File: config.mk
export PLATFORM = sky130hd
export DESIGN_NAME = sci_irq_ctrl
export DESIGN_NICKNAME = d
export VERILOG_FILES = /design/src/rtl/sci_irq_pkg.sv /design/src/rtl/sci_irq_stickyflag.sv /design/src/rtl/sci_irq_ctlreg.sv /design/src/rtl/sci_irq_reqgen.sv /design/src/rtl/sci_irq_ctrl.sv
export SDC_FILE = /design/constraint.sdc
export NUM_CORES = 1
export LEC_CHECK = 0
export ABC_AREA = 1
export BUFFER_PORTS_ARGS = -buffer_cell sky130_fd_sc_hd__buf_2
export CORE_MARGIN = 2
export CORE_UTILIZATION = 37
export DETAILED_ROUTE_END_ITERATION = 7
export GPL_TIMING_DRIVEN = 0
export PLACE_DENSITY = 0.75
export RECOVER_POWER = 25
export SYNTH_ARGS = -nofsm -noshare
export SYNTH_HDL_FRONTEND = slang
export SYNTH_HIERARCHICAL = 1
export SYNTH_SLANG_ARGS = --single-unit
File: constraint.sdc
create_clock -name clk -period 0.8 [get_ports clk]
set_input_delay 0.16 -clock clk [delete_from_list [all_inputs] [get_ports clk]]
set_output_delay 0.16 -clock clk [all_outputs]
set_load 0.02 [all_outputs]
File: src/rtl/sci_irq_pkg.sv
package sci_irq_pkg;

    localparam int REG_W      = 8;
    localparam int BIT_SRCSEL = 7;
    localparam int BIT_RXEOB  = 6;
    localparam int BIT_TXEOB  = 5;
    localparam int BIT_RXERR  = 4;
    localparam int BIT_ADDR   = 3;
    localparam int BIT_BREAK  = 2;
    localparam int BIT_RXDATA = 1;
    localparam int BIT_TXDATA = 0;
    localparam int NUM_EOB    = 2;

    // Software-owned part of the control register
    typedef struct packed {
        logic tx_src_buf;
        logic en_rx_err;
        logic en_addr;
        logic en_break;
        logic en_rx_data;
        logic en_tx_data;
    } mask_t;

    // Full register view, bit 7 down to bit 0
    typedef struct packed {
        logic tx_src_buf;
        logic rx_eob;
        logic tx_eob;
        logic en_rx_err;
        logic en_addr;
        logic en_break;
        logic en_rx_data;
        logic en_tx_data;
    } ctl_reg_t;

    typedef struct packed {
        logic rx_err;
        logic addr;
        logic brk;
        logic rx_data;
        logic tx_data;
    } irq_t;

endpackage

File: src/rtl/sci_irq_stickyflag.sv
module sci_irq_stickyflag (
    input  logic clk,
    input  logic rst_n,
    input  logic hw_set,
    input  logic sw_clr,
    output logic flag
);
    logic flag_d, flag_q;

    always_comb begin
        flag_d = flag_q;
        if (sw_clr) flag_d = 1'b0;
        if (hw_set) flag_d = 1'b1;   // hardware wins a collision
    end

    always_ff @(posedge clk or negedge rst_n) begin
        if (!rst_n) flag_q <= 1'b0;
        else        flag_q <= flag_d;
    end

    assign flag = flag_q;

    // a hardware event always leaves the flag set
    assert_set_wins_R5: assert property (@(posedge clk) disable iff (!rst_n)
        hw_set |=> flag_q);

    // without an event the flag cannot rise
    assert_no_sw_set_R4: assert property (@(posedge clk) disable iff (!rst_n)
        (!flag_q && !hw_set) |=> !flag_q);

    // without a clearing write the flag cannot fall
    assert_hold_R4: assert property (@(posedge clk) disable iff (!rst_n)
        (flag_q && !sw_clr) |=> flag_q);

endmodule

File: src/rtl/sci_irq_ctlreg.sv
module sci_irq_ctlreg
    import sci_irq_pkg::*;
(
    input  logic             clk,
    input  logic             rst_n,
    input  logic             wr,
    input  logic [REG_W-1:0] wdata,
    input  logic             rx_eob_set,
    input  logic             tx_eob_set,
    output ctl_reg_t         ctl
);
    mask_t mask_d, mask_q;
    logic [NUM_EOB-1:0] eob_set, eob_clr, eob_flag;

    assign eob_set = {rx_eob_set, tx_eob_set};

    always_comb begin
        mask_d = mask_q;
        if (wr) begin
            mask_d.tx_src_buf = wdata[BIT_SRCSEL];
            mask_d.en_rx_err  = wdata[BIT_RXERR];
            mask_d.en_addr    = wdata[BIT_ADDR];
            mask_d.en_break   = wdata[BIT_BREAK];
            mask_d.en_rx_data = wdata[BIT_RXDATA];
            mask_d.en_tx_data = wdata[BIT_TXDATA];
        end
    end

    always_ff @(posedge clk or negedge rst_n) begin
        if (!rst_n) mask_q <= '0;
        else        mask_q <= mask_d;
    end

    // index 1 = receive flag, index 0 = transmit flag
    for (genvar i = 0; i < NUM_EOB; i++) begin : g_eob
        localparam int POS = (i == 1) ? BIT_RXEOB : BIT_TXEOB;
        assign eob_clr[i] = wr && !wdata[POS];
        sci_irq_stickyflag u_flag (
            .clk    (clk),
            .rst_n  (rst_n),
            .hw_set (eob_set[i]),
            .sw_clr (eob_clr[i]),
            .flag   (eob_flag[i])
        );
    end

    always_comb begin
        ctl.tx_src_buf = mask_q.tx_src_buf;
        ctl.rx_eob     = eob_flag[1];
        ctl.tx_eob     = eob_flag[0];
        ctl.en_rx_err  = mask_q.en_rx_err;
        ctl.en_addr    = mask_q.en_addr;
        ctl.en_break   = mask_q.en_break;
        ctl.en_rx_data = mask_q.en_rx_data;
        ctl.en_tx_data = mask_q.en_tx_data;
    end

    // a written select bit is visible on the next cycle
    assert_write_sel_R2: assert property (@(posedge clk) disable iff (!rst_n)
        wr |=> (ctl.tx_src_buf == $past(wdata[BIT_SRCSEL])));

    // masks do not move without a write
    assert_mask_hold_R2: assert property (@(posedge clk) disable iff (!rst_n)
        !wr |=> $stable(mask_q));

endmodule

File: src/rtl/sci_irq_reqgen.sv
module sci_irq_reqgen
    import sci_irq_pkg::*;
#(
    parameter int ERR_W = 3
) (
    input  logic             clk,
    input  logic             rst_n,
    input  ctl_reg_t         ctl,
    input  logic [ERR_W-1:0] err_pnd,
    input  logic             addr_pnd,
    input  logic             brk_pnd,
    input  logic             rx_rdy_pnd,
    input  logic             tx_buf_empty,
    input  logic             tx_shift_empty,
    output irq_t             irq
);
    irq_t irq_d, irq_q;
    logic tx_empty_src;

    always_comb begin
        tx_empty_src  = ctl.tx_src_buf ? tx_buf_empty : tx_shift_empty;
        irq_d.rx_err  = ctl.en_rx_err  && (|err_pnd);
        irq_d.addr    = ctl.en_addr    && addr_pnd;
        irq_d.brk     = ctl.en_break   && brk_pnd;
        irq_d.rx_data = ctl.en_rx_data && (rx_rdy_pnd || ctl.rx_eob);
        irq_d.tx_data = ctl.en_tx_data && (tx_empty_src || ctl.tx_eob);
    end

    always_ff @(posedge clk or negedge rst_n) begin
        if (!rst_n) irq_q <= '0;
        else        irq_q <= irq_d;
    end

    assign irq = irq_q;

    // masked errors never raise the request
    assert_rxerr_masked_R6: assert property (@(posedge clk) disable iff (!rst_n)
        !ctl.en_rx_err |=> !irq_q.rx_err);

    // an enabled address match raises the request
    assert_addr_raise_R7: assert property (@(posedge clk) disable iff (!rst_n)
        (ctl.en_addr && addr_pnd) |=> irq_q.addr);

    // a sticky receive end-of-block keeps the data request up
    assert_rxeob_raise_R8: assert property (@(posedge clk) disable iff (!rst_n)
        (ctl.en_rx_data && ctl.rx_eob) |=> irq_q.rx_data);

    // masked transmit data never raises the request
    assert_txdata_masked_R9: assert property (@(posedge clk) disable iff (!rst_n)
        !ctl.en_tx_data |=> !irq_q.tx_data);

    // with buffer source selected, shift-empty alone does nothing
    assert_txsrc_buf_R9: assert property (@(posedge clk) disable iff (!rst_n)
        (ctl.tx_src_buf && !tx_buf_empty && !ctl.tx_eob) |=> !irq_q.tx_data);

endmodule

File: src/rtl/sci_irq_ctrl.sv
module sci_irq_ctrl
    import sci_irq_pkg::*;
#(
    parameter int ERR_W = 3
) (
    input  logic             clk,
    input  logic             rst_n,
    input  logic             reg_wr,
    input  logic [REG_W-1:0] reg_wdata,
    output logic [REG_W-1:0] reg_rdata,
    input  logic [ERR_W-1:0] err_pnd,
    input  logic             addr_pnd,
    input  logic             brk_pnd,
    input  logic             rx_rdy_pnd,
    input  logic             tx_buf_empty,
    input  logic             tx_shift_empty,
    input  logic             rx_eob_evt,
    input  logic             tx_eob_evt,
    input  logic             rx_dma_req_in,
    input  logic             tx_dma_req_in,
    output logic             irq_rx_err,
    output logic             irq_addr,
    output logic             irq_break,
    output logic             irq_rx_data,
    output logic             irq_tx_data,
    output logic             rx_dma_req,
    output logic             tx_dma_req
);
    ctl_reg_t ctl;
    irq_t     irq;

    sci_irq_ctlreg u_ctlreg (
        .clk        (clk),
        .rst_n      (rst_n),
        .wr         (reg_wr),
        .wdata      (reg_wdata),
        .rx_eob_set (rx_eob_evt),
        .tx_eob_set (tx_eob_evt),
        .ctl        (ctl)
    );

    sci_irq_reqgen #(.ERR_W(ERR_W)) u_reqgen (
        .clk            (clk),
        .rst_n          (rst_n),
        .ctl            (ctl),
        .err_pnd        (err_pnd),
        .addr_pnd       (addr_pnd),
        .brk_pnd        (brk_pnd),
        .rx_rdy_pnd     (rx_rdy_pnd),
        .tx_buf_empty   (tx_buf_empty),
        .tx_shift_empty (tx_shift_empty),
        .irq            (irq)
    );

    assign reg_rdata   = ctl;
    assign irq_rx_err  = irq.rx_err;
    assign irq_addr    = irq.addr;
    assign irq_break   = irq.brk;
    assign irq_rx_data = irq.rx_data;
    assign irq_tx_data = irq.tx_data;

    // DMA requests bypass every mask
    assign rx_dma_req  = rx_dma_req_in;
    assign tx_dma_req  = tx_dma_req_in;

    // end-of-block event shows on the read data one cycle later
    assert_rdata_eob_R3: assert property (@(posedge clk) disable iff (!rst_n)
        rx_eob_evt |=> reg_rdata[BIT_RXEOB]);

endmodule

After elaboration in Yosys (flattened, before gate mapping)
Cells that the tools add are included.
{ "op_classes": {"add_sub_neg": 0, "n_mux": 5, "bitwise_logic": 0, "n_div": 0, "shift": 0, "multipliers": 0, "n_lt_le_gt_ge": 0, "eq_ne": 0, "reduce_logical": 14} }
{ "op_table": {"columns": ["op", "count"], "rows": [
  ["$logic_and A1 B1 Y1", 7],
  ["$mux W1", 5],
  ["$reduce_bool A2 Y1", 2],
  ["$reduce_or A3 Y1", 1],
  ["$logic_not A1 Y1", 2],
  ["$logic_or A1 B1 Y1", 2]
]} }
{ "totals": {"mem_bits_ro": 0, "register_bits": 13, "n_memories": 0, "elab_cells": 32, "in_bits": 23, "latch_bits": 0, "output_inout_bits": 15, "ram_bits": 0} }

Depth between registers and ports, before layout
Gate-level depths: netlist (run 1).
{ "logic_depth": {"ltp_word": 4, "mapped_depth": 5, "depth_no_buf": 5} }

Hierarchy
The synthesis (run 1) kept the hierarchy.
{ "by_module_without_submodules": {"columns": ["module", "cells_per_inst", "area_each_um2", "seq_area_each_um2", "n_inst"], "rows": [
  ["sci_irq_ctlreg", 27, 229.0, 150.1, 1],
  ["sci_irq_reqgen", 20, 187.7, 125.1, 1],
  ["sci_irq_stickyflag", 5, 40.0, 25.0, 2],
  ["sci_irq_ctrl", 2, 15.0, 0.0, 1]
]} }

Worst setup path after synthesis (run 1)
Ideal clock, no wire load.
{ "synth_path": {"kind": "register -> register", "startpoint": "register u_ctlreg.mask_q, in the netlist u_ctlreg/ctl[7]", "endpoint": "register u_reqgen.irq_q, in the netlist u_reqgen/irq[0]", "slack_ps": -19, "synth_period_minus_slack_ps": 819, "required_time_ps": 686, "n_path_buf": 0, "setup_ps": 114, "path_stages_with_launch": 6, "arrival_ps": 705, "path_cell_list": "dfrtp_1 inv_1 nand2_1 nand3_1 nand2_1 inv_1"} }
{ "synth_lines": {"columns": ["item", "line_no", "source"], "rows": [
  ["start: declaration", "sci_irq_ctlreg.sv:12", "mask_t mask_d, mask_q;"],
  ["start signal: assignment", "sci_irq_ctlreg.sv:31", "else mask_q <= mask_d;"],
  ["end signal: assignment", "sci_irq_reqgen.sv:31", "else irq_q <= irq_d;"],
  ["end: declaration", "sci_irq_reqgen.sv:17", "irq_t irq_d, irq_q;"]
]} }

Final worst setup path (run 1)
{ "layout_path": {"startpoint": "register u_ctlreg.mask_q, in the netlist u_ctlreg/ctl[1]", "endpoint": "output reg_rdata[1]"} }
{ "layout_lines": {"columns": ["item", "line_no", "source"], "rows": [
  ["end: declaration", "sci_irq_ctrl.sv:10", "output logic [REG_W-1:0] reg_rdata,"]
]} }
No word-level cell between the ends.

==> metrics.txt, run 1 <==
YS warnings 6; Bufs on Longest Clock Path 2; syn avg cell area 8.67 um2; Setup TNS -2.05 ns; Seq/Total Area, Yosys 0.636; final std cells w/o fill 122; # fillers 105; worst min-delay path class primary input to flip-flop; Gate power share 0.266; maximum fanout count along the critical path 2; worst slew pin tran 0.314 ns; HPWL after detailed placement 783 um; CTS H-tree depth 1; failing checks setup timing; largest stage delay on the critical path 0.41 ns; Leak Pwr 0.538 nW; I/O Pins 38; Max Cap Violations 0; Final nets 131; critical path type flip-flop to primary output; first-pass GRT wire length 1730 um; Area growth syn-to-layout 74.3%; Die Wd 41.2 um; # clock sinks 13; Post-Syn Nets 82; CP Capture Type primary output; final setup violating endpoints 14; post-synth top area share 0.636; Synth Instances 59; WL per Instance 9.65 um; Die ar. 0.00170 mm2; core area 0.00130 mm2; WL final 1180 um; internal power 1.13 mW; Inserted Diodes 0; crit-path cells buf_6; net load switching power 0.422 mW; total gr overflow 0; Max VDD drop 1080 uV; Final Hold Fails 0; Die Ht 41.2 um; Antenna Violating Nets Remaining 0; number of global-route vias before repair 420; Mapped Area 512 um2; Post-Route Skew 0.00197 ns; Clock power frac 0.250; Pwr per Cell Area 1740 mW/mm2; fin crit period 0.980 ns; clk root buf clkbuf_4; Residual DRC 0; detailed-route via count 506; I/O Buffers 35; clock transition at the registers of the reported paths 0.07 ns; register share of total power 0.484; DR vias/cell 4.15; # rows 13; RSZ-0062 raised after global routing true; Initial Util 0.393; largest net degree at the start of global routing 14; Tcrit/Tclk final 1.22; DR pass1 iterations 4; clock latency on the worst-skew pair 0.27 ns; kind of cell adding the most delay to the critical path flip-flops; net switching fraction of the power 0.272; number of synthesized register bits 13; unique cell type count in the Yosys netlist 9; TritonCTS Buffers 3; WP data arrival 0.82 ns; Worst EP required 0.64 ns; CP max-delay cell dfrtp_1; CTS tree done; PnR worst setup slack -0.180 ns; status finished, violations left; layout cells sized above 1 0.467; Buf/Inv on CP 1; initial antenna violation count 0; Tot GR Track Use 0.167; max-slew violation count 0; Synth area leader dfrtp_1; Max Clk Rate 1020 MHz; relative slew slack 0.791; CP Launch Type flip-flop; main area contributors after synthesis dfrtp_1, nand2_1, inv_1; DR iter-0 viols 3; Post-Place Cells 109; routability congestion estimate 0.650
==> kinds of logic (layout without fill, tap and decap cells) <==
kind of cell           after synthesis  count (layout)  share of synthesized area
flip-flops                          13              13                      0.636
buffers and inverters               13              61                      0.110
AO/OA/AOI/OAI                        1               1                     0.0147
AND/OR/NAND/NOR                     32              32                      0.240
==> cell type report <==
cell class,instances,area (um2),area share
Tap cell,15,18.8,0.0210
Multi-Input combinational cell,33,130,0.146
Timing Repair Buffer,44,334,0.374
Inverter,11,41.3,0.0463
Buffer,2,15.0,0.0168
Clock buffer,4,26.3,0.0295
Sequential cell,13,327,0.366
==> per-layer routing <==
metal | vias to the layer above | track usage | routed length (um)
met5 | - | 0 | 0
met4 | 0 | 0.0968 | 5
met3 | 2 | 0.0326 | 92
met2 | 22 | 0.277 | 618
met1 | 218 | 0.198 | 459
li1 | 264 | - | -
==> layout by cell type, fill, tap and decap left out <==
master,netlist,routed
o21a_1,1,1
buf_2,0,21
buf_4,2,8
nor3_1,1,1
inv_2,1,1
dfrtp_1,13,12
buf_6,0,15
clkbuf_4,0,3
clkbuf_1,0,1
dfrtp_2,0,1
clkbuf_2,0,1
nand2_1,27,27
nand3_1,1,1
dlygate4sd3_1,0,1
nor2_1,3,3
inv_1,10,10
==> cell usage after synthesis, drive strengths merged <==
cell type	number
nand2	27
dfrtp	13
inv	11
nor2	3
buf	2
nand3	1
nor3	1
o21a	1
==> repair_timing <==
action	4_1_cts	5_1_grt
hold endpoints to repair	13	0
setup endpoints to repair	13	15
pin swaps	0	1
gates cloned	0	0
gates resized for setup	24	4
hold buffers	1	0
setup buffers	7	2
==> stage by stage <==
stage | instance area, um2 | worst slack, ns | util | hold WS, ns | power, mW
6_report | 892 | -0.180 | 0.686 | 0.0740 | 1.55
3_5_place_dp | 707 | 0.0492 | 0.543 | 0.0572 | 1.04
2_1_floorplan | 513 | 0.0172 | - | -0.136 | 0.902
4_1_cts | 871 | -0.202 | 0.669 | 0.0648 | 1.54
3_3_place_gp | 707 | 0.0509 | 0.543 | 0.0522 | 1.03
5_1_grt | 892 | -0.213 | 0.686 | 0.0744 | 1.64
==> state kept, by name (all words and copies together), names as in the netlist <==
register / flops
u_reqgen/irq: 5
u_ctlreg/g_eob.u_flag/flag: 2
u_ctlreg/ctl: 6
==> power by group through the flow <==
stage | sequential [mW] | clock [mW] | combinational (mW)
floorplan | 0.825 | 0 | 0.0764
global placement | 0.754 | 0 | 0.275
detailed placement | 0.757 | 0 | 0.280
CTS | 0.748 | 0.402 | 0.394
global route | 0.757 | 0.435 | 0.451
finish | 0.750 | 0.387 | 0.412
==> worst min-delay path, stage by stage <==
cell and delay (ns):
buf_2 0.08, nand2_1 0.04, inv_1 0.04
==> worst paths after layout <==
| kind | startpoint | endpoint | slack (ns) | cells after the start |
|---|---|---|---|---|
| setup / recovery | u_ctlreg/ctl[1] | reg_rdata[1] | -0.18 | 1 |
| hold / removal | brk_pnd | u_reqgen/irq[2] | 0.07 | 3 |
| setup reg to reg | u_ctlreg/ctl[7] | u_reqgen/irq[0] | -0.07 | 5 |
| hold reg to reg | u_ctlreg/g_eob[0].u_flag/flag | u_ctlreg/g_eob[0].u_flag/flag | 0.60 | 3 |
| max in group asynchronous | rst_n | u_ctlreg/ctl[7] | 0.23 | 2 |
| min in group asynchronous | rst_n | u_reqgen/irq[0] | 0.31 | 2 |
(Power assumes the default switching activity.)
==> run 2: changes to the inputs <==
==> constraint.sdc (replaced) <==
create_clock -name clk -period 0.8 [get_ports clk]
set_input_delay 0.04 -clock clk [delete_from_list [all_inputs] [get_ports clk]]
set_output_delay 0.04 -clock clk [all_outputs]
set_load 0.02 [all_outputs]
==> metrics.txt, run 2 (synthesized netlist as in run 1, its figures left out) <==
crit path launch u_ctlreg/g_eob[1].u_flag/flag (was u_ctlreg/ctl[1]); maximum fanout count along the critical path 2 (unchanged); Reg2Reg Launch Point u_ctlreg/g_eob[1].u_flag/flag (was u_ctlreg/ctl[7]); first-pass GRT wire length 2570 um (was 1730 um); DR vias/cell 4.51 (was 4.15); Final Hold Fails 0 (unchanged); detailed-route via count 609 (was 506); Max Cap Violations 0 (unchanged); layout cells sized above 1 0.467 (about the same); Pwr per Cell Area 1580 mW/mm2 (was 1740 mW/mm2); pre-CTS WS 0.0525 ns (was 0.0492 ns); hold path depth 5 (was 3); Max Clk Rate 1140 MHz (was 1020 MHz); clk root buf clkbuf_4 (unchanged); relative slew slack 0.787 (was 0.791); # rows 13 (unchanged); crit-path cells buf_6 (unchanged); Bufs on Longest Clock Path 2 (unchanged); I/O Buffers 35 (unchanged); Max VDD drop 1200 uV (was 1080 uV); Worst Reg-to-Reg Cells 2 (was 5); final setup violating endpoints 16 (was 14); CP max-delay cell dfrtp_1 (unchanged); dpl cell area 707 um2 (unchanged); critical path type flip-flop to primary output (unchanged); Hold Worst Slack 0.0433 ns (was 0.0740 ns); WL per Instance 14.3 um (was 9.65 um); largest stage delay on the critical path 0.42 ns (was 0.41 ns); initial antenna violation count 0 (unchanged); DR iter-0 viols 20 (was 3); clock transition at the registers of the reported paths 0.09 ns (was 0.07 ns); Die Ht 41.2 um (unchanged); clock latency on the worst-skew pair 0.27 ns (about the same); max reg flops 6 (unchanged); core area 0.00130 mm2 (unchanged); most frequent cells in the layout nand2_1, buf_2, buf_6 (unchanged); Buf/Inv on CP 1 (unchanged); HPWL after detailed placement 783 um (unchanged); DR pass1 iterations 4 (unchanged); TritonCTS Buffers 3 (unchanged); # clock sinks 13 (unchanged); worst min-delay path class primary input to flip-flop (unchanged); total gr overflow 0 (unchanged); total power 1.68 mW (was 1.55 mW); CP Launch Type flip-flop (unchanged); status finished, violations left (unchanged); I/O Pins 38 (unchanged); Initial Util 0.393 (unchanged); commonest non-fill, non-tap cell in the layout nand2_1 (unchanged); largest net degree at the start of global routing 14 (unchanged); Residual DRC 0 (unchanged); RSZ-0062 raised after global routing true (unchanged); Die Wd 41.2 um (unchanged); Leak Pwr 0.592 nW (was 0.538 nW); Die ar. 0.00170 mm2 (unchanged); WP data arrival 0.84 ns (was 0.82 ns); worst hold path endpoint u_ctlreg/g_eob[0].u_flag/flag (was u_reqgen/irq[2]); max-slew violation count 0 (unchanged); CTS H-tree depth 1 (unchanged); Inserted Diodes 0 (unchanged); Antenna Violating Nets Remaining 0 (unchanged); Register-to-Register Setup Slack -0.03 ns (was -0.07 ns); worst slew pin tran 0.319 ns (was 0.314 ns); Tcrit/Tclk final 1.10 (was 1.22); fin crit period 0.880 ns (was 0.980 ns); Worst EP required 0.76 ns (was 0.64 ns); WL final 1930 um (was 1180 um); CTS tree done (unchanged); Area growth syn-to-layout 107% (was 74.3%); routability congestion estimate 0.650 (unchanged); kind of cell adding the most delay to the critical path flip-flops (unchanged); Core Util, Final 0.815 (was 0.686); Tot GR Track Use 0.250 (was 0.167); Design Area, Final 0.00106 mm2 (was 892 um2); hold_sp reg_wdata[5] (was brk_pnd); number of global-route vias before repair 556 (was 420); worst r2r dst u_reqgen/irq[1] (was u_reqgen/irq[0]); CP Capture Type primary output (unchanged); failing checks setup timing (unchanged); PnR worst setup slack -0.0800 ns (was -0.180 ns); Post-Route Skew 0.00612 ns (was 0.00197 ns); Final nets 144 (was 131)
[run 2: changes by cell type in the layout (fill, tap and decap cells not counted), sizes merged]
cell / previous run / this run
clkbuf: 5 / 7
buf: 44 / 41
dlygate4sd3: 1 / 15
[run 2: worst max path at each step]
stage / endpoint / slack [ns] / depth (start not counted)
4_1_cts: reg_rdata[7] / -0.09 / 1
5_1_grt: reg_rdata[3] / -0.11 / 1
2_1_floorplan: u_reqgen/irq[0] / 0.02 / 4
6_report: reg_rdata[6] / -0.08 / 1
3_3_place_gp: u_reqgen/irq[0] / 0.05 / 4
3_5_place_dp: u_reqgen/irq[0] / 0.05 / 4
[run 2: report_power, final]
part           switching (mW)  internal [mW]
Clock                   0.221          0.193
Sequential             0.0440          0.712
Combinational           0.234          0.275
[run 2: metrics by stage]
step	cells	TNS, ns
after floorplan	59	0
after global placement	109	0
after detailed placement	109	0
after CTS	134	-0.605
after global routing	135	-1.15
final	135	-0.711
[run 2: final cells by class]
type	count	area [um2]
multi-input cells	33	158
well taps	15	18.8
clock buffers	4	26.3
fillers	71	240
repair buffers	57	475
flip-flops and latches	13	327
inverters	11	41.3
plain buffers	2	15.0
[run 2: worst reg2reg max path, delay by kind of cell, from the launching register on]
| family | cells | cell delay (ns) |
|---|---|---|
| buffers and inverters | 1 | 0.14 |
| flip-flops | 1 | 0.42 |
| AO/OA/AOI/OAI | 1 | 0.17 |
[run 2: layer usage]
metal  wire (um)  global-route usage  up-vias
met4           0              0.0726        0
met1         754               0.293      281
li1            -                   -      292
met3         174              0.0543        0
met5           0                   0        -
met2        1010               0.449       36
[run 2: repair_timing]
action,in CTS,in global routing
pin swaps,0,6
hold endpoints to repair,25,0
setup endpoints to repair,13,20
hold buffers,15,0
setup buffers,6,1
gates resized for setup,26,15
==> run 3: changes to the inputs <==
BUFFER_PORTS_ARGS = -buffer_cell sky130_fd_sc_hd__buf_4   (was -buffer_cell sky130_fd_sc_hd__buf_2)
CORE_UTILIZATION = 30   (was 37)
PLACE_DENSITY = default   (was 0.75)
==> metrics.txt, run 3 (synthesized netlist as in run 1, its figures left out) <==
hold path depth 5 (unchanged); Inserted Diodes 0 (unchanged); RSZ-0062 raised after global routing true (unchanged); Die ar. 0.00205 mm2 (was 0.00170 mm2); Max VDD drop 1000 uV (was 1200 uV); highest metal used met4 (was met3); met1 wire length 544 um (was 754 um); Bufs on Longest Clock Path 2 (unchanged); status finished, violations left (unchanged); first-pass GRT wire length 1950 um (was 2570 um); Register-to-Register Setup Slack 0 ns (was -0.03 ns); worst hold path endpoint u_ctlreg/g_eob[0].u_flag/flag (unchanged); Max Clk Rate 1140 MHz (about the same); failing checks setup timing (unchanged); clock transition at the registers of the reported paths 0.08 ns (was 0.09 ns); Worst Reg-to-Reg Cells 5 (was 2); total gr overflow 0 (unchanged); I/O Buffers 35 (unchanged); initial antenna violation count 0 (unchanged); Die Wd 45.3 um (was 41.2 um); CTS tree done (unchanged); Reg2Reg Launch Point u_ctlreg/g_eob[0].u_flag/flag (was u_ctlreg/g_eob[1].u_flag/flag); Setup TNS -0.475 ns (was -0.711 ns); number of global-route vias before repair 458 (was 556); Antenna Violating Nets Remaining 0 (unchanged); max reg flops 6 (unchanged); Pwr per Cell Area 1510 mW/mm2 (was 1580 mW/mm2); I/O Pins 38 (unchanged); core area 0.00156 mm2 (was 0.00130 mm2); most frequent cells in the layout nand2_1, buf_4, dlygate4sd3_1, buf_6, dfrtp_1 (was nand2_1, buf_2, buf_6); # clock sinks 13 (unchanged); Area growth syn-to-layout 111% (was 107%); maximum fanout count along the critical path 4 (was 2); DR pass1 iterations 4 (unchanged); TritonCTS Buffers 3 (unchanged); Initial Util 0.328 (was 0.393); largest stage delay on the critical path 0.43 ns (was 0.42 ns); pre-CTS WS 0.0412 ns (was 0.0525 ns); met2 WL 701 um (was 1010 um); hold_sp reg_wdata[5] (unchanged); CP max-delay cell dfrtp_2 (was dfrtp_1); WL final 1340 um (was 1930 um); CTS H-tree depth 1 (unchanged); DR iter-0 viols 5 (was 20); clk root buf clkbuf_4 (unchanged); Post-Route Skew 0.000399 ns (was 0.00612 ns); Die Ht 45.3 um (was 41.2 um); clock latency on the worst-skew pair 0.27 ns (about the same); PnR worst setup slack -0.0770 ns (was -0.0800 ns); Hold Worst Slack 0.0313 ns (was 0.0433 ns); DR vias/cell 4.23 (was 4.51); critical path type flip-flop to primary output (unchanged); Final Hold Fails 0 (unchanged); CP Launch Type flip-flop (unchanged); fin crit period 0.877 ns (was 0.880 ns); kind of cell adding the most delay to the critical path flip-flops (unchanged); Tot GR Track Use 0.137 (was 0.250); WL met3 76 um (was 174 um); # rows 14 (was 13); worst r2r dst u_reqgen/irq[0] (was u_reqgen/irq[1]); routability congestion estimate 0.676 (was 0.650); max-slew violation count 0 (unchanged); HPWL after detailed placement 887 um (was 783 um); Residual DRC 0 (unchanged); Leak Pwr 0.602 nW (was 0.592 nW); relative slew slack 0.781 (was 0.787); worst slew pin tran 0.328 ns (was 0.319 ns); commonest non-fill, non-tap cell in the layout nand2_1 (unchanged); WP data arrival 0.84 ns (about the same); Max Cap Violations 0 (unchanged); final setup violating endpoints 14 (was 16); crit-path cells buf_6 (unchanged); Tcrit/Tclk final 1.10 (about the same); largest net degree at the start of global routing 14 (unchanged); detailed-route via count 571 (was 609); Worst EP required 0.76 ns (about the same); Final nets 143 (was 144); Buf/Inv on CP 1 (unchanged); WL per Instance 9.94 um (was 14.3 um); layout cells sized above 1 0.420 (was 0.467); worst min-delay path class primary input to flip-flop (unchanged); CP Capture Type primary output (unchanged)
## run 3: changes by cell type in the layout (fill, tap and decap cells not counted)
| cell | change |
|---|---|
| buf_2 | -19 |
| buf_4 | +22 |
| buf_6 | -3 |
| clkbuf_1 | -1 |
| nand2_1 | +7 |
| nand2_2 | -6 |
| nand2_4 | -1 |
| nor3_1 | -1 |
| nor3_2 | +1 |
## run 3: worst max-delay path by stage
stage / from / depth (start not counted) / endpoint / slack [ns]
5_1_grt: u_ctlreg/ctl[7] / 1 / reg_rdata[7] / -0.11
3_3_place_gp: u_ctlreg/ctl[7] / 4 / u_reqgen/irq[0] / 0.05
3_5_place_dp: u_ctlreg/ctl[7] / 4 / u_reqgen/irq[0] / 0.04
2_1_floorplan: u_ctlreg/ctl[7] / 4 / u_reqgen/irq[0] / 0.02
6_report: u_ctlreg/ctl[7] / 1 / reg_rdata[7] / -0.08
4_1_cts: u_ctlreg/ctl[7] / 1 / reg_rdata[7] / -0.09
## run 3: final cells by class
class / instances / area (um2)
multi-input combinational: 33 / 140
inverter: 11 / 41.3
tap: 16 / 20.0
timing repair buffer: 56 / 508
clock buffer: 4 / 26.3
fill: 125 / 482
sequential: 13 / 327
buffer: 2 / 15.0
## run 3: power breakdown
| group | total (mW) | internal [mW] | switching (mW) |
|---|---|---|---|
| clock network | 0.398 | 0.193 | 0.205 |
| registers | 0.750 | 0.712 | 0.0379 |
| logic | 0.482 | 0.283 | 0.199 |
| total | 1.63 | 1.19 | 0.442 |
## run 3: repair_timing
action,4_1_cts,5_1_grt
buffers inserted,6,0
hold endpoints to repair,25,0
gates cloned,0,0
pin swaps,0,3
hold buffers,15,0
gates resized for setup,13,5
endpoints found under the setup margin,13,16
## run 3: layer usage
| layer | GRT usage | up-vias |
|---|---|---|
| met5 | 0 | - |
| met4 | 0.0882 | 0 |
| met3 | 0.0360 | 2 |
| met2 | 0.223 | 20 |
| met1 | 0.158 | 262 |
| li1 | - | 287 |
## run 3: stage by stage
stage          power [mW]  utilization  cell area (um2)  instances
5_1_grt              1.72        0.691             1080        135
2_1_floorplan       0.902            -              513         59
4_1_cts              1.64        0.684             1070        135
6_report             1.63        0.691             1080        135
3_5_place_dp         1.10        0.510              796        110
3_3_place_gp         1.10        0.510              796        110
